File: src/rtl/prog_seq_pkg.sv
package prog_seq_pkg;

  typedef enum logic [3:0] {
    S_IDLE, S_PWR_VCC, S_PWR_VPP, S_FETCH, S_SETUP, S_PULSE, S_HOLD, S_RECOV,
    S_VERIFY, S_FLOAT, S_VPP_OFF, S_CFETCH, S_CREAD, S_VCC_LOW, S_VCC_NOM, S_END
  } seq_state_e;

  localparam logic [1:0] VCC_NOMINAL = 2'b00;
  localparam logic [1:0] VCC_PROGLVL = 2'b01;
  localparam logic [1:0] VCC_LOWLVL  = 2'b10;

endpackage

File: src/rtl/prog_timer.sv
module prog_timer #(
  parameter int TW = 8
) (
  input  logic          clk,
  input  logic          rst_n,
  input  logic          load,
  input  logic [TW-1:0] load_val,
  output logic          expired
);

  logic [TW-1:0] cnt_q;
  logic [TW-1:0] cnt_d;
  logic          cnt_en;

  always_comb begin
    cnt_en = load || (cnt_q != '0);
    cnt_d  = load ? load_val : cnt_q - TW'(1);
  end

  always_ff @(posedge clk or negedge rst_n) begin
    if (!rst_n)      cnt_q <= '0;
    else if (cnt_en) cnt_q <= cnt_d;
  end

  assign expired = (cnt_q == '0);

  // a running interval shrinks by exactly one per cycle
  p_timer_down_r4: assert property (@(posedge clk) disable iff (!rst_n)
    (!load && cnt_q != '0) |=> (cnt_q == $past(cnt_q) - TW'(1)));

endmodule

File: src/rtl/prog_attempt.sv
module prog_attempt #(
  parameter int MAX_TRIES = 25,
  parameter int NW        = 5
) (
  input  logic          clk,
  input  logic          rst_n,
  input  logic          clr,
  input  logic          inc,
  output logic [NW-1:0] n,
  output logic          at_max
);

  logic [NW-1:0] n_q;
  logic [NW-1:0] n_d;
  logic          n_en;

  always_comb begin
    n_en = clr || inc;
    n_d  = clr ? NW'(1) : n_q + NW'(1);
  end

  always_ff @(posedge clk or negedge rst_n) begin
    if (!rst_n)    n_q <= NW'(1);
    else if (n_en) n_q <= n_d;
  end

  assign n      = n_q;
  assign at_max = (n_q == NW'(MAX_TRIES));

  p_try_range_r6: assert property (@(posedge clk) disable iff (!rst_n)
    (n_q >= NW'(1)) && (n_q <= NW'(MAX_TRIES)));
  p_no_step_past_limit_r6: assert property (@(posedge clk) disable iff (!rst_n)
    at_max |-> !(inc && !clr));

endmodule

File: src/rtl/prog_addr.sv
module prog_addr #(
  parameter int AW = 13
) (
  input  logic          clk,
  input  logic          rst_n,
  input  logic          clr,
  input  logic          inc,
  output logic [AW-1:0] addr,
  output logic          is_last
);

  logic [AW-1:0] addr_q;
  logic [AW-1:0] addr_d;
  logic          addr_en;

  always_comb begin
    addr_en = clr || inc;
    addr_d  = clr ? '0 : addr_q + AW'(1);
  end

  always_ff @(posedge clk or negedge rst_n) begin
    if (!rst_n)       addr_q <= '0;
    else if (addr_en) addr_q <= addr_d;
  end

  assign addr    = addr_q;
  assign is_last = &addr_q;

  p_addr_no_wrap_r11: assert property (@(posedge clk) disable iff (!rst_n)
    is_last |-> !(inc && !clr));

endmodule

File: src/rtl/prog_seq.sv
module prog_seq
  import prog_seq_pkg::*;
#(
  parameter int ADDR_W    = 13,
  parameter int DATA_W    = 8,
  parameter int SETUP_CYC = 400,
  parameter int PULSE_CYC = 200000,
  parameter int READ_CYC  = 20,
  parameter int MAX_TRIES = 25,
  parameter int OVER_MULT = 3
) (
  input  logic              clk,
  input  logic              rst_n,
  input  logic              start,
  output logic              src_req,
  input  logic              src_ack,
  input  logic [DATA_W-1:0] src_data,
  output logic [ADDR_W-1:0] mem_addr,
  output logic [DATA_W-1:0] mem_wdata,
  output logic              mem_drive,
  input  logic [DATA_W-1:0] mem_rdata,
  output logic              mem_ce_n,
  output logic              mem_oe_n,
  output logic              mem_pgm_n,
  output logic              vpp_on,
  output logic [1:0]        vcc_sel,
  output logic              busy,
  output logic              done,
  output logic              pass,
  output logic              fail,
  output logic [ADDR_W-1:0] fail_addr
);

  localparam int LEN_OVER = OVER_MULT * MAX_TRIES * PULSE_CYC;
  localparam int LEN_A    = (SETUP_CYC > READ_CYC) ? SETUP_CYC : READ_CYC;
  localparam int LEN_MAX  = (LEN_OVER > LEN_A) ? LEN_OVER : LEN_A;
  localparam int TW       = $clog2(LEN_MAX + 1);
  localparam int NW       = $clog2(MAX_TRIES + 1);
  localparam logic [TW-1:0] SET_LD    = TW'(SETUP_CYC - 1);
  localparam logic [TW-1:0] PUL_LD    = TW'(PULSE_CYC - 1);
  localparam logic [TW-1:0] RD_LD     = TW'(READ_CYC - 1);
  localparam logic [TW-1:0] OVER_UNIT = TW'(OVER_MULT * PULSE_CYC);

  // reset: asynchronous assert, synchronous release
  logic [1:0] rst_sync_q;
  logic       rst_core_n;
  always_ff @(posedge clk or negedge rst_n) begin
    if (!rst_n) rst_sync_q <= 2'b00;
    else        rst_sync_q <= {rst_sync_q[0], 1'b1};
  end
  assign rst_core_n = rst_sync_q[1];

  seq_state_e        state_q, state_d;
  logic [DATA_W-1:0] data_q;
  logic              over_q, chk_lo_q, fail_q;
  logic [ADDR_W-1:0] fail_addr_q;

  logic              tmr_load, tmr_exp;
  logic [TW-1:0]     tmr_val;
  logic              try_clr, try_inc, try_max;
  logic [NW-1:0]     try_n;
  logic              ad_clr, ad_inc, ad_last;
  logic              data_en, over_set, over_clr, lo_set, lo_clr, fail_set, run_clr;
  logic [TW-1:0]     over_ld;
  logic              rd_match, is_erased;

  prog_timer #(.TW(TW)) u_timer (
    .clk(clk), .rst_n(rst_core_n), .load(tmr_load), .load_val(tmr_val), .expired(tmr_exp));

  prog_attempt #(.MAX_TRIES(MAX_TRIES), .NW(NW)) u_attempt (
    .clk(clk), .rst_n(rst_core_n), .clr(try_clr), .inc(try_inc), .n(try_n), .at_max(try_max));

  prog_addr #(.AW(ADDR_W)) u_addr (
    .clk(clk), .rst_n(rst_core_n), .clr(ad_clr), .inc(ad_inc), .addr(mem_addr), .is_last(ad_last));

  assign over_ld   = TW'(try_n) * OVER_UNIT - TW'(1);
  assign rd_match  = (mem_rdata == data_q);
  assign is_erased = (src_data == '1);

  always_comb begin
    state_d  = state_q;
    tmr_load = 1'b0;
    tmr_val  = SET_LD;
    try_clr  = 1'b0;
    try_inc  = 1'b0;
    ad_clr   = 1'b0;
    ad_inc   = 1'b0;
    data_en  = 1'b0;
    over_set = 1'b0;
    over_clr = 1'b0;
    lo_set   = 1'b0;
    lo_clr   = 1'b0;
    fail_set = 1'b0;
    run_clr  = 1'b0;
    unique case (state_q)
      S_IDLE, S_END: if (start) begin
        state_d = S_PWR_VCC; tmr_load = 1'b1; ad_clr = 1'b1; run_clr = 1'b1;
      end
      S_PWR_VCC: if (tmr_exp) begin state_d = S_PWR_VPP; tmr_load = 1'b1; end
      S_PWR_VPP: if (tmr_exp) state_d = S_FETCH;
      S_FETCH: if (src_ack) begin
        if (!is_erased) begin
          state_d = S_SETUP; tmr_load = 1'b1; data_en = 1'b1; try_clr = 1'b1; over_clr = 1'b1;
        end else if (ad_last) begin
          state_d = S_VPP_OFF; tmr_load = 1'b1;
        end else begin
          ad_inc = 1'b1;
        end
      end
      S_SETUP: if (tmr_exp) begin
        state_d = S_PULSE; tmr_load = 1'b1; tmr_val = over_q ? over_ld : PUL_LD;
      end
      S_PULSE: if (tmr_exp) begin state_d = S_HOLD; tmr_load = 1'b1; end
      S_HOLD: if (tmr_exp) begin
        tmr_load = 1'b1;
        if (!over_q)      state_d = S_RECOV;
        else if (ad_last) state_d = S_VPP_OFF;
        else begin state_d = S_FETCH; ad_inc = 1'b1; tmr_load = 1'b0; end
      end
      S_RECOV: if (tmr_exp) begin state_d = S_VERIFY; tmr_load = 1'b1; tmr_val = RD_LD; end
      S_VERIFY: if (tmr_exp) begin
        tmr_load = 1'b1;
        if (rd_match)     begin state_d = S_FLOAT; tmr_val = RD_LD; over_set = 1'b1; end
        else if (try_max) begin state_d = S_VPP_OFF; fail_set = 1'b1; end
        else              begin state_d = S_FLOAT; tmr_val = RD_LD; try_inc = 1'b1; end
      end
      S_FLOAT: if (tmr_exp) begin state_d = S_SETUP; tmr_load = 1'b1; end
      S_VPP_OFF: if (tmr_exp) begin
        if (fail_q) begin state_d = S_VCC_NOM; tmr_load = 1'b1; end
        else begin state_d = S_CFETCH; ad_clr = 1'b1; lo_clr = 1'b1; end
      end
      S_CFETCH: if (src_ack) begin
        state_d = S_CREAD; tmr_load = 1'b1; tmr_val = RD_LD; data_en = 1'b1;
      end
      S_CREAD: if (tmr_exp) begin
        if (!rd_match) begin
          state_d = S_VCC_NOM; tmr_load = 1'b1; fail_set = 1'b1;
        end else if (!ad_last) begin
          state_d = S_CFETCH; ad_inc = 1'b1;
        end else if (chk_lo_q) begin
          state_d = S_VCC_NOM; tmr_load = 1'b1;
        end else begin
          state_d = S_VCC_LOW; tmr_load = 1'b1; lo_set = 1'b1; ad_clr = 1'b1;
        end
      end
      S_VCC_LOW: if (tmr_exp) state_d = S_CFETCH;
      S_VCC_NOM: if (tmr_exp) state_d = S_END;
      default: state_d = S_IDLE;
    endcase
  end

  always_ff @(posedge clk or negedge rst_core_n) begin
    if (!rst_core_n) begin
      state_q     <= S_IDLE;
      data_q      <= '0;
      over_q      <= 1'b0;
      chk_lo_q    <= 1'b0;
      fail_q      <= 1'b0;
      fail_addr_q <= '0;
    end else begin
      state_q <= state_d;
      if (data_en) data_q <= src_data;
      if (run_clr || over_clr) over_q <= 1'b0;
      else if (over_set)       over_q <= 1'b1;
      if (run_clr || lo_clr)   chk_lo_q <= 1'b0;
      else if (lo_set)         chk_lo_q <= 1'b1;
      if (run_clr)             fail_q <= 1'b0;
      else if (fail_set)       fail_q <= 1'b1;
      if (fail_set && !fail_q) fail_addr_q <= mem_addr;
    end
  end

  always_comb begin
    mem_ce_n  = !(state_q inside {S_SETUP, S_PULSE, S_HOLD, S_RECOV, S_VERIFY, S_FLOAT, S_CREAD});
    mem_oe_n  = !(state_q inside {S_VERIFY, S_CREAD});
    mem_pgm_n = (state_q != S_PULSE);
    mem_drive = state_q inside {S_SETUP, S_PULSE, S_HOLD};
    vpp_on    = state_q inside {S_PWR_VPP, S_FETCH, S_SETUP, S_PULSE, S_HOLD, S_RECOV,
                                S_VERIFY, S_FLOAT};
    if (state_q inside {S_IDLE, S_END, S_VCC_NOM})                        vcc_sel = VCC_NOMINAL;
    else if (state_q == S_VCC_LOW)                                        vcc_sel = VCC_LOWLVL;
    else if (chk_lo_q && (state_q inside {S_CFETCH, S_CREAD}))            vcc_sel = VCC_LOWLVL;
    else                                                                  vcc_sel = VCC_PROGLVL;
    src_req   = state_q inside {S_FETCH, S_CFETCH};
    busy      = !(state_q inside {S_IDLE, S_END});
    done      = (state_q == S_END);
    pass      = done && !fail_q;
  end

  assign mem_wdata = data_q;
  assign fail      = fail_q;
  assign fail_addr = fail_addr_q;

  p_vpp_needs_core_r2: assert property (@(posedge clk) disable iff (!rst_core_n)
    vpp_on |-> (vcc_sel == VCC_PROGLVL));
  p_core_held_at_vpp_fall_r2: assert property (@(posedge clk) disable iff (!rst_core_n)
    $fell(vpp_on) |-> (vcc_sel == VCC_PROGLVL));
  p_strobe_context_r3: assert property (@(posedge clk) disable iff (!rst_core_n)
    !mem_pgm_n |-> (!mem_ce_n && vpp_on && mem_drive));
  p_strobe_stable_r3: assert property (@(posedge clk) disable iff (!rst_core_n)
    (!mem_pgm_n && $past(!mem_pgm_n)) |-> ($stable(mem_wdata) && $stable(mem_addr)));
  p_bus_free_r5: assert property (@(posedge clk) disable iff (!rst_core_n)
    !mem_oe_n |-> !mem_drive);
  p_skip_erased_r8: assert property (@(posedge clk) disable iff (!rst_core_n)
    !mem_pgm_n |-> (mem_wdata != '1));
  p_fail_addr_held_r10: assert property (@(posedge clk) disable iff (!rst_core_n)
    (fail_q && $past(fail_q)) |-> $stable(fail_addr_q));
  p_req_held_r11: assert property (@(posedge clk) disable iff (!rst_core_n)
    (src_req && !src_ack) |=> (src_req && $stable(mem_addr)));

endmodule

File: config.mk
export PLATFORM = sky130hd
export DESIGN_NAME = prog_seq
export DESIGN_NICKNAME = d
export VERILOG_FILES = /design/src/rtl/prog_seq_pkg.sv /design/src/rtl/prog_timer.sv /design/src/rtl/prog_attempt.sv /design/src/rtl/prog_addr.sv /design/src/rtl/prog_seq.sv
export SDC_FILE = /design/constraint.sdc
export NUM_CORES = 1
export LEC_CHECK = 0
export BUFFER_PORTS_ARGS = -buffer_cell sky130_fd_sc_hd__buf_2
export CAP_MARGIN = 20
export CORE_MARGIN = 1.5
export CORE_UTILIZATION = 50
export DETAILED_ROUTE_END_ITERATION = 16
export PLACE_DENSITY_LB_ADDON = 0.2
export SLEW_MARGIN = 20
export SYNTH_ARGS = -nofsm -noshare
export SYNTH_HDL_FRONTEND = slang
export SYNTH_SLANG_ARGS = --single-unit
File: constraint.sdc
create_clock -name clk -period 3.93 [get_ports clk]
set_input_delay 0.786 -clock clk [delete_from_list [all_inputs] [get_ports clk]]
set_output_delay 0.786 -clock clk [all_outputs]
set_load 0.01 [all_outputs]
==> results of run 1 <==
-- repair_timing --
action	CTS	global route
pin swaps	17	8
gates resized for setup	23	11
hold endpoints to repair	0	0
setup buffers	4	2
endpoints found under the setup margin	7	9
-- worst max-delay path: cells and delay by family (launching register included) --
kind / cells / cell delay, ns
and+or+nand+nor: 1 / 0.40
buffers and inverters: 2 / 0.08
xor gates and xnor gates: 1 / 0.19
DFF: 1 / 0.43
adders and majority gates: 4 / 1.68
AOI/OAI and AO/OA: 6 / 1.19
-- cell usage in the layout, fill, tap and decap left out, drive strengths merged, types with 7 or more instances in the layout --
cell type,count
xor2,30
fa,8
or4,9
or2,9
ha,35
nand4,7
dfrtp,71
xnor2,35
nor2b,7
a31oi,8
buf,116
and3,11
nor2,56
inv,34
nand2,47
nor3,24
o21ai,36
mux2,21
nand3,17
clkbuf,9
a21oi,36
o31ai,8
o22ai,10
-- where the power goes --
part           internal (mW)  switching, mW
Clock                  0.301          0.310
Sequential             0.931          0.289
Combinational           1.51           1.70
-- worst paths after layout --
| path | from | endpoint | depth (start not counted) |
|---|---|---|---|
| setup / recovery | u_attempt.n[4] | u_timer.cnt_q[23] | 14 |
| hold / removal | rst_n | rst_sync_q[1] | 1 |
| setup reg to reg | u_attempt.n[4] | u_timer.cnt_q[23] | 14 |
| hold reg to reg | rst_sync_q[0] | rst_sync_q[1] | 0 |
| max in group asynchronous | rst_sync_q[1] | chk_lo_q | 1 |
| min in group clk | rst_sync_q[0] | rst_sync_q[1] | 0 |
-- layer usage --
layer | GRT usage (%) | wire length (µm) | vias to the layer above
met1 | 29.5 | 5770 | 2438
met3 | 4.00 | 630 | 24
li1 | - | - | 2410
met5 | 0 | 0 | -
met4 | 8.93 | 221 | 0
met2 | 44.6 | 7040 | 132
-- through the flow --
stage	setup TNS (ns)	hold slack, ns	area [µm²]	total power [mW]
2_1_floorplan	-0.654	0.331	5540	3.21
3_3_place_gp	-0.809	0.338	6260	4.03
3_5_place_dp	-1.30	0.347	6260	4.10
4_1_cts	-0.583	0.182	6630	4.90
5_1_grt	-2.57	0.177	6700	5.44
6_report	-0.764	0.197	6700	5.04
-- final cells by class --
type | count | area (µm²) | share of cell area, %
Tap cell | 136 | 170 | 2.54
Clock buffer | 9 | 124 | 1.85
Inverter | 31 | 116 | 1.74
Timing Repair Buffer | 116 | 708 | 10.6
Sequential cell | 72 | 1810 | 27.0
Clock inverter | 7 | 78.8 | 1.18
Multi-Input combinational cell | 491 | 3690 | 55.1
-- cell families after synthesis --
kind of cell / share of synthesized area, %
buffers and inverters: 4.15
and+or+nand+nor: 20.8
AOI/OAI and AO/OA: 15.9
DFF: 33.0
other: 0.0686
xor gates and xnor gates: 10.4
adders and majority gates: 10.9
muxes: 4.70
-- registers in the layout (all words and copies together) (netlist names) --
signal / cells
over_q: 1
fail_addr: 13
rst_sync_q: 2
u_addr.addr: 13
fail: 1
chk_lo_q: 1
mem_wdata: 8
state_q: 4
u_attempt.n: 5
u_timer.cnt_q: 24
==> metrics.md, run 1 <==
| Metric | Value |
|---|---|
| Unrepaired setup endpoints after global routing | true |
| Pin count of the biggest net entering global routing | 38 |
| Hpwl dp | 10400 µm |
| Die height | 108 µm |
| DP Cell Count | between 800 and 900 |
| Pins Over Slew Limit | 0 |
| Fillers | approximately 930 |
| Crit path max fanout | 3 |
| Via Count | between 5000 and 6000 |
| TritonCTS Buffers | 9 |
| Clock Tree Root | clkbuf_8 |
| Routability-driven placement congestion ratio | 0.932 |
| Leak | 3.17 nW |
| Max cap viols | 0 |
| Worst EP required | 4.14 ns |
| Crit-path most repeated cell | fa_1 |
| Post-Syn Instances | 620 |
| Post-synthesis cell type count | 65 |
| Failing checks | negative setup slack |
| First-pass GRT wire length | ~23000 µm |
| Final setup margin | -0.190 ns |
| Fin cells | about 860 |
| Number of flops mapped to enable cells by yosys | 0 |
| CP startpoint kind | flip-flop |
| Crit path DAT | 4.34 ns |
| Mapped Avg Cell Area | about 9 µm² |
| # IOs | 66 |
| Area leader, netlist | dfrtp_1 |
| DRC Markers | 0 |
| YS warnings | 0 |
| Area growth, synth to finish | 22.6% |
| Worst Tran Pin Value | 0.793 ns |
| Clk_lat worst skew | 0.36 ns |
| Post-Route WL | approximately 14000 µm |
| PwrDens | 752 nW/µm² |
| Clk sink count | 72 |
| Antenna Violating Nets Remaining | 0 |
| Hold crit path type | in -> async |
| Top-count cell post-synth | dfrtp_1 |
| Total GRT Usage | 24.7% |
| First-pass detailed-route iteration total | 6 |
| CP cell instances | fa_2 -> fa_1 -> inv_1 -> fa_1 -> inv_2 -> ha_4 -> a21o_1 -> a221o_1 -> a31oi_4 -> or3b_4 -> a211oi_2 -> o2111ai_1 -> xnor2_1 -> o22ai_1 |
| Vias in the first global route | 5082 |
| Worst vdd ir | 0.447 mV |
| Layout Nets | 784 |
| Core Util, Final | approximately 64% |
| Fin. Hold Viols | 0 |
| CTS tree | built |
| Clock buffer depth | 2 |
| Initial antenna violation count | 0 |
| Initial core utilization | a little over half |
| N_diodes | 0 |
| Core ar. | 10500 µm² |
| Syn nets | 683 |
| Post-synth top area share | 32.5% |
| WL/cell | 15.9 µm |
| Crit Path Class | reg -> reg |
| Ratio of cells with drive above 1 in the final layout | 28.8% |
| Yosys reg bits | 72 |
| F_max | ~0.24 GHz |
| DR iter-0 viols | 266 |
| Reg2reg setup slack | -0.19 ns |
| CTS Hold Buffers Added | 0 |
| Dpl ws | -0.292 ns |
| Port Buffers | 65 |
| Final worst-path cycle share | 105% |
| Top cells by area, synth | dfrtp_1 (33%), ha_1 (8.0%), xnor2_1 (5.6%) |
| Final worst path period need | roughly 4.1 ns |
| Row count | 37 |
| Crit-path slowest cell | fa_2 |
| H-tree Lvls | 3 |
| Post-synth top cells | dfrtp_1 (71), nor2_1 (56), nand2_1 (47) |
| Rel. slew slack | 46.6% |
| Crit path largest cell delay | 0.49 ns |
| Sequential fraction of the synthesis area | roughly a third |
| DIE AREA | about 12000 µm² |
| Finish-stage setup viols | 7 |
| Skew final | 0.0149 ns |
| Main synth FF type | dfrtp_1 |
| Via-to-Cell Ratio | roughly 5.8 |
| Die W | 108 µm |
| Synthesized area | 5460 µm² |
| Post-synth ARST share | between 90% and 100% |
| CP endpoint kind | flip-flop |
| Status | complete, but fails checks |
| Gr ovfl total | 0 |
| Clock slew at reported path FFs | 0.09 ns |
Power figures use the tool's default switching activity.
==> inputs of run 2 (changes only) <==
Settings changed: CELL_PAD_IN_SITES_DETAIL_PLACEMENT set to 0, CELL_PAD_IN_SITES_GLOBAL_PLACEMENT set to 1, CORE_UTILIZATION 50 to 49.
==> metrics.md, run 2 (synthesis gave the netlist of run 1 again) <==
| Metric | Value |
|---|---|
| Status | complete, but fails checks |
| Failing checks | negative setup slack |
| DR iter-0 viols | 308 |
| TritonCTS Buffers | 9 |
| Finish-stage setup viols | 6 |
| Crit Path Class | reg -> reg |
| Skew final | 0.0132 ns |
| Clk sink count | 72 |
| Fin area | 6820 µm² |
| WL/cell | around 16 µm |
| Layout Nets | roughly 800 |
| Crit path DAT | around 4.4 ns |
| First-pass detailed-route iteration total | 4 |
| H-tree Lvls | 3 |
| Worst EP required | between 4 and 5 ns |
| Core Util, Final | a little over three fifths |
| F_max | 0.239 GHz |
| PwrDens | 755 nW/µm² |
| Pins Over Slew Limit | 0 |
| CTS Hold Buffers Added | 0 |
| Unrepaired setup endpoints after global routing | true |
| Via Count | 5029 |
| Number of cells on the worst reg-to-reg path | 16 |
| Worst vdd ir | 0.455 mV |
| Routability-driven placement congestion ratio | 0.877 |
| Die W | between 100 and 150 µm |
| Clk_lat worst skew | 0.37 ns |
| N_diodes | 0 |
| Setup TNS | -0.948 ns |
| Reg2reg start | u_attempt.n[4] |
| Crit path max fanout | 5 |
| Post-Place Cell Area | 6330 µm² |
| Leak | 3.22 nW |
| # IOs | between 60 and 70 |
| Pin count of the biggest net entering global routing | roughly 40 |
| Max reg flops | 24 |
| Dpl ws | -0.252 ns |
| Antenna Violating Nets Remaining | 0 |
| Clock slew at reported path FFs | approximately 0.08 ns |
| CTS tree | built |
| Largest register by flop count | u_timer.cnt_q |
| Total GRT Usage | roughly a quarter |
| Commonest non-fill, non-tap cells in the layout | dfrtp_1 (68), buf_2 (65), buf_4 (58), nor2_1 (56), nand2_1 (46) |
| Commonest non-fill, non-tap cell in the layout | dfrtp_1 |
| First-pass GRT wire length | 23400 µm |
| Via-to-Cell Ratio | 5.73 |
| Clock buffer depth | 2 |
| Worst Tran Pin Value | 0.860 ns |
| Hpwl dp | 10600 µm |
| DRC Markers | 0 |
| Reg2reg setup slack | -0.25 ns |
| DIE AREA | 11800 µm² |
| Post-Route WL | between 10000 and 15000 µm |
| Initial core utilization | 50.4% |
| Gr ovfl total | 0 |
| Die height | 109 µm |
| Area growth, synth to finish | 24.9% |
| Final worst path period need | approximately 4.2 ns |
| WHS | around 0.18 ns |
| Clock Tree Root | clkbuf_8 |
| Port Buffers | 65 |
| CP startpoint kind | flip-flop |
| Rel. slew slack | 42.7% |
| Max cap viols | 0 |
| Ratio of cells with drive above 1 in the final layout | 30.3% |
| Row count | 38 |
| Core ar. | approximately 11000 µm² |
| Reg2reg end | u_timer.cnt_q[22] |
| Hold crit path type | in -> async |
| CP endpoint kind | flip-flop |
| Initial antenna violation count | 0 |
| Final setup margin | -0.250 ns |
| Fin. Hold Viols | 0 |
| Vias in the first global route | 4927 |
| Final worst-path cycle share | 106% |
run 2: metrics by stage:
stage          instances  power [mW]
5_1_grt              877        5.59
6_report             877        5.15
2_1_floorplan        620        3.21
3_3_place_gp         852        4.12
3_5_place_dp         852        4.19
4_1_cts              871        4.77
run 2: worst max path at each step:
stage                        start                 to  slack (ns)
floorplan           u_attempt.n[3]  u_timer.cnt_q[20]       -0.19
global placement    u_attempt.n[3]  u_timer.cnt_q[23]       -0.18
detailed placement  u_attempt.n[3]  u_timer.cnt_q[20]       -0.25
CTS                 u_attempt.n[4]  u_timer.cnt_q[23]       -0.16
global route        u_attempt.n[4]  u_timer.cnt_q[22]       -0.38
finish              u_attempt.n[4]  u_timer.cnt_q[22]       -0.25
run 2: per-layer routing:
metal | up-vias | global-route usage (%) | part of all wire (%)
met5 | - | 0 | 0
met1 | 2461 | 31.5 | 42
met4 | 0 | 9.68 | 2.2
li1 | 2430 | - | -
met3 | 25 | 4.34 | 4.1
met2 | 113 | 43.3 | 51
run 2: worst max-delay path, cell delays in order, from the launching register on:
cell,delay (ns)
dfrtp_2,0.42
fa_2,0.48
fa_1,0.49
inv_1,0.05
fa_1,0.49
inv_2,0.05
ha_4,0.17
a211oi_4,0.30
o21bai_4,0.15
a2111oi_1,0.44
and4b_1,0.27
nor4b_4,0.14
buf_4,0.16
buf_4,0.13
nand3b_1,0.09
xnor2_1,0.12
o22ai_1,0.10
run 2: cell type report:
class	count	area, µm²
fill	980	4020
clock buffer	10	128
sequential	72	1810
multi-input combinational	491	3740
inverter	31	116
tap	140	175
timing repair buffer	127	806
clock inverter	6	45.0
run 2: where the power goes:
| group | switching [mW] | leakage (nW) | internal [mW] |
|---|---|---|---|
| Sequential | 0.294 | 0.948 | 0.931 |
| Combinational | 1.75 | 2.19 | 1.64 |
| Clock | 0.303 | 0.0789 | 0.231 |
run 2: what timing repair did:
action / in CTS / in global routing
buffers inserted: 3 / 6
resized for setup: 4 / 39
setup endpoints to repair: 8 / 10
pin swaps: 11 / 8
==> inputs of run 3 (changes only) <==
Settings changed: TNS_END_PERCENT set to 10.
==> metrics.md, run 3 (synthesis gave the netlist of run 1 again) <==
| Metric | Value |
|---|---|
| Final worst path period need | 4.13 ns |
| Commonest non-fill, non-tap cells in the layout | dfrtp_1 (68), buf_2 (65), nor2_1 (56), buf_4 (55), nand2_1 (47) |
| Antenna Violating Nets Remaining | 0 |
| Via Count | 4961 |
| Core ar. | 10800 µm² |
| Worst vdd ir | 0.413 mV |
| Number of cells on the worst reg-to-reg path | 14 |
| CP startpoint kind | flip-flop |
| WHS | 0.200 ns |
| Final worst-path cycle share | 105% |
| Reg2reg setup slack | -0.20 ns |
| Clock Tree Root | clkbuf_8 |
| Fin area | ~6600 µm² |
| Finish-stage setup viols | 6 |
| Max cap viols | 0 |
| Gr ovfl total | 0 |
| Crit path DAT | 4.36 ns |
| CTS tree | built |
| Combinational share of power | 64.0% |
| Post-Place Cell Area | 6290 µm² |
| Clk sink count | 72 |
| GRT met3 Usage | under 10% |
| Skew final | 0.0140 ns |
| Fin cells | 871 |
| Post-Route WL | 13500 µm |
| DR iter-0 viols | 242 |
| Die height | approximately 110 µm |
| Row count | 38 |
| PnR Total Power | 4.92 mW |
| Hpwl dp | 10300 µm |
| Largest register by flop count | u_timer.cnt_q |
| Clk_lat worst skew | 0.36 ns |
| Unrepaired setup endpoints after global routing | true |
| Initial core utilization | 50.4% |
| Commonest non-fill, non-tap cell in the layout | dfrtp_1 |
| F_max | 0.242 GHz |
| Ratio of cells with drive above 1 in the final layout | 27.9% |
| Failing checks | negative setup slack |
| Status | complete, but fails checks |
| Hold crit path type | in -> async |
| Crit path max fanout | 3 |
| Fillers | 965 |
| Routability-driven placement congestion ratio | 0.847 |
| Total GRT Usage | 24.5% |
| DIE AREA | around 12000 µm² |
| Worst Tran Pin Value | about 0.82 ns |
| Switching fraction of total power | 45.8% |
| First-pass GRT wire length | between 20000 and 25000 µm |
| Vias in the first global route | around 5000 |
| Rel. slew slack | 44.5% |
| Setup TNS | -0.885 ns |
| Psw | about 2.3 mW |
| Via-to-Cell Ratio | between 5 and 6 |
| Worst EP required | 4.15 ns |
| Reg2reg start | u_attempt.n[4] |
| Fin. Hold Viols | 0 |
| H-tree Lvls | 3 |
| Area growth, synth to finish | 21.7% |
| PwrDens | 740 nW/µm² |
| DRC Markers | 0 |
| Initial antenna violation count | 0 |
| DP Cell Count | 849 |
| WL/cell | between 15 and 20 µm |
| Pins Over Slew Limit | 0 |
| Crit Path Class | reg -> reg |
| Max reg flops | 24 |
| Reg power frac | 24.5% |
| TritonCTS Buffers | 9 |
| Core Util, Final | 61.3% |
| Clock buffer depth | 2 |
| Global route hottest layer | met2 |
| Clk pwr share | a little under an eighth |
| Dpl ws | -0.324 ns |
| Met1 GRT Util | 30.2% |
| Port Buffers | 65 |
| # IOs | 66 |
| Leak | 3.15 nW |
| First-pass detailed-route iteration total | 5 |
| GR Layer Usage met2 | a little over two fifths |
| Die W | around 110 µm |
| Pin count of the biggest net entering global routing | 37 |
| Reg2reg end | u_timer.cnt_q[23] |
| Layout Nets | slightly below 800 |
| Internal power | 2.66 mW |
| Final setup margin | -0.205 ns |
| CP endpoint kind | flip-flop |
| Clock slew at reported path FFs | 0.09 ns |
| N_diodes | 0 |
[run 3: timing repair]
item,CTS,global route
hold buffers,0,0
gates resized for setup,14,9
buffers inserted,6,0
pin swaps,13,5
endpoints found under the setup margin,8,10
gates cloned,0,0
[run 3: power by group through the flow]
stage	clock, mW	combinational, mW	sequential, mW
after CTS	0.577	3.07	1.20
final	0.569	3.15	1.20
after detailed placement	0	2.95	1.21
after floorplan	0	2.06	1.13
after global placement	0	2.90	1.20
after global routing	0.611	3.50	1.24
[run 3: layout make-up]
type | instances | area (µm²) | share of cell area, %
tap | 140 | 175 | 2.64
clock inverter | 7 | 61.3 | 0.922
inverter | 31 | 116 | 1.75
clock buffer | 9 | 124 | 1.86
sequential | 72 | 1810 | 27.2
timing repair buffer | 121 | 749 | 11.3
multi-input combinational | 491 | 3610 | 54.4
[run 3: per-layer routing]
metal / vias to the layer above / part of all wire, %
met1: 2380 / 43
met4: 0 / 2.0
met2: 132 / 50
met5: - / 0
met3: 29 / 4.6
li1: 2420 / -
[run 3: worst max-delay path: stages (launching register included)]
cell and delay, ns:
dfrtp_2 0.43, fa_2 0.49, fa_1 0.51, inv_2 0.04, fa_1 0.48, inv_2 0.04
ha_4 0.21, a21o_1 0.18, a221o_1 0.36, a31oi_4 0.22, or3b_4 0.40, a211oi_2 0.21
o2111ai_1 0.18, xnor2_1 0.16, o22ai_1 0.09
[run 3: worst max-delay path by stage]
stage	startpoint	to	slack [ns]	cells past startpoint
global route	u_attempt.n[2]	u_timer.cnt_q[20]	-0.39	16
CTS	u_attempt.n[4]	u_timer.cnt_q[20]	-0.15	14
detailed placement	u_attempt.n[3]	u_timer.cnt_q[20]	-0.32	14
finish	u_attempt.n[4]	u_timer.cnt_q[23]	-0.20	14
floorplan	u_attempt.n[3]	u_timer.cnt_q[20]	-0.19	14
global placement	u_attempt.n[3]	u_timer.cnt_q[20]	-0.20	14
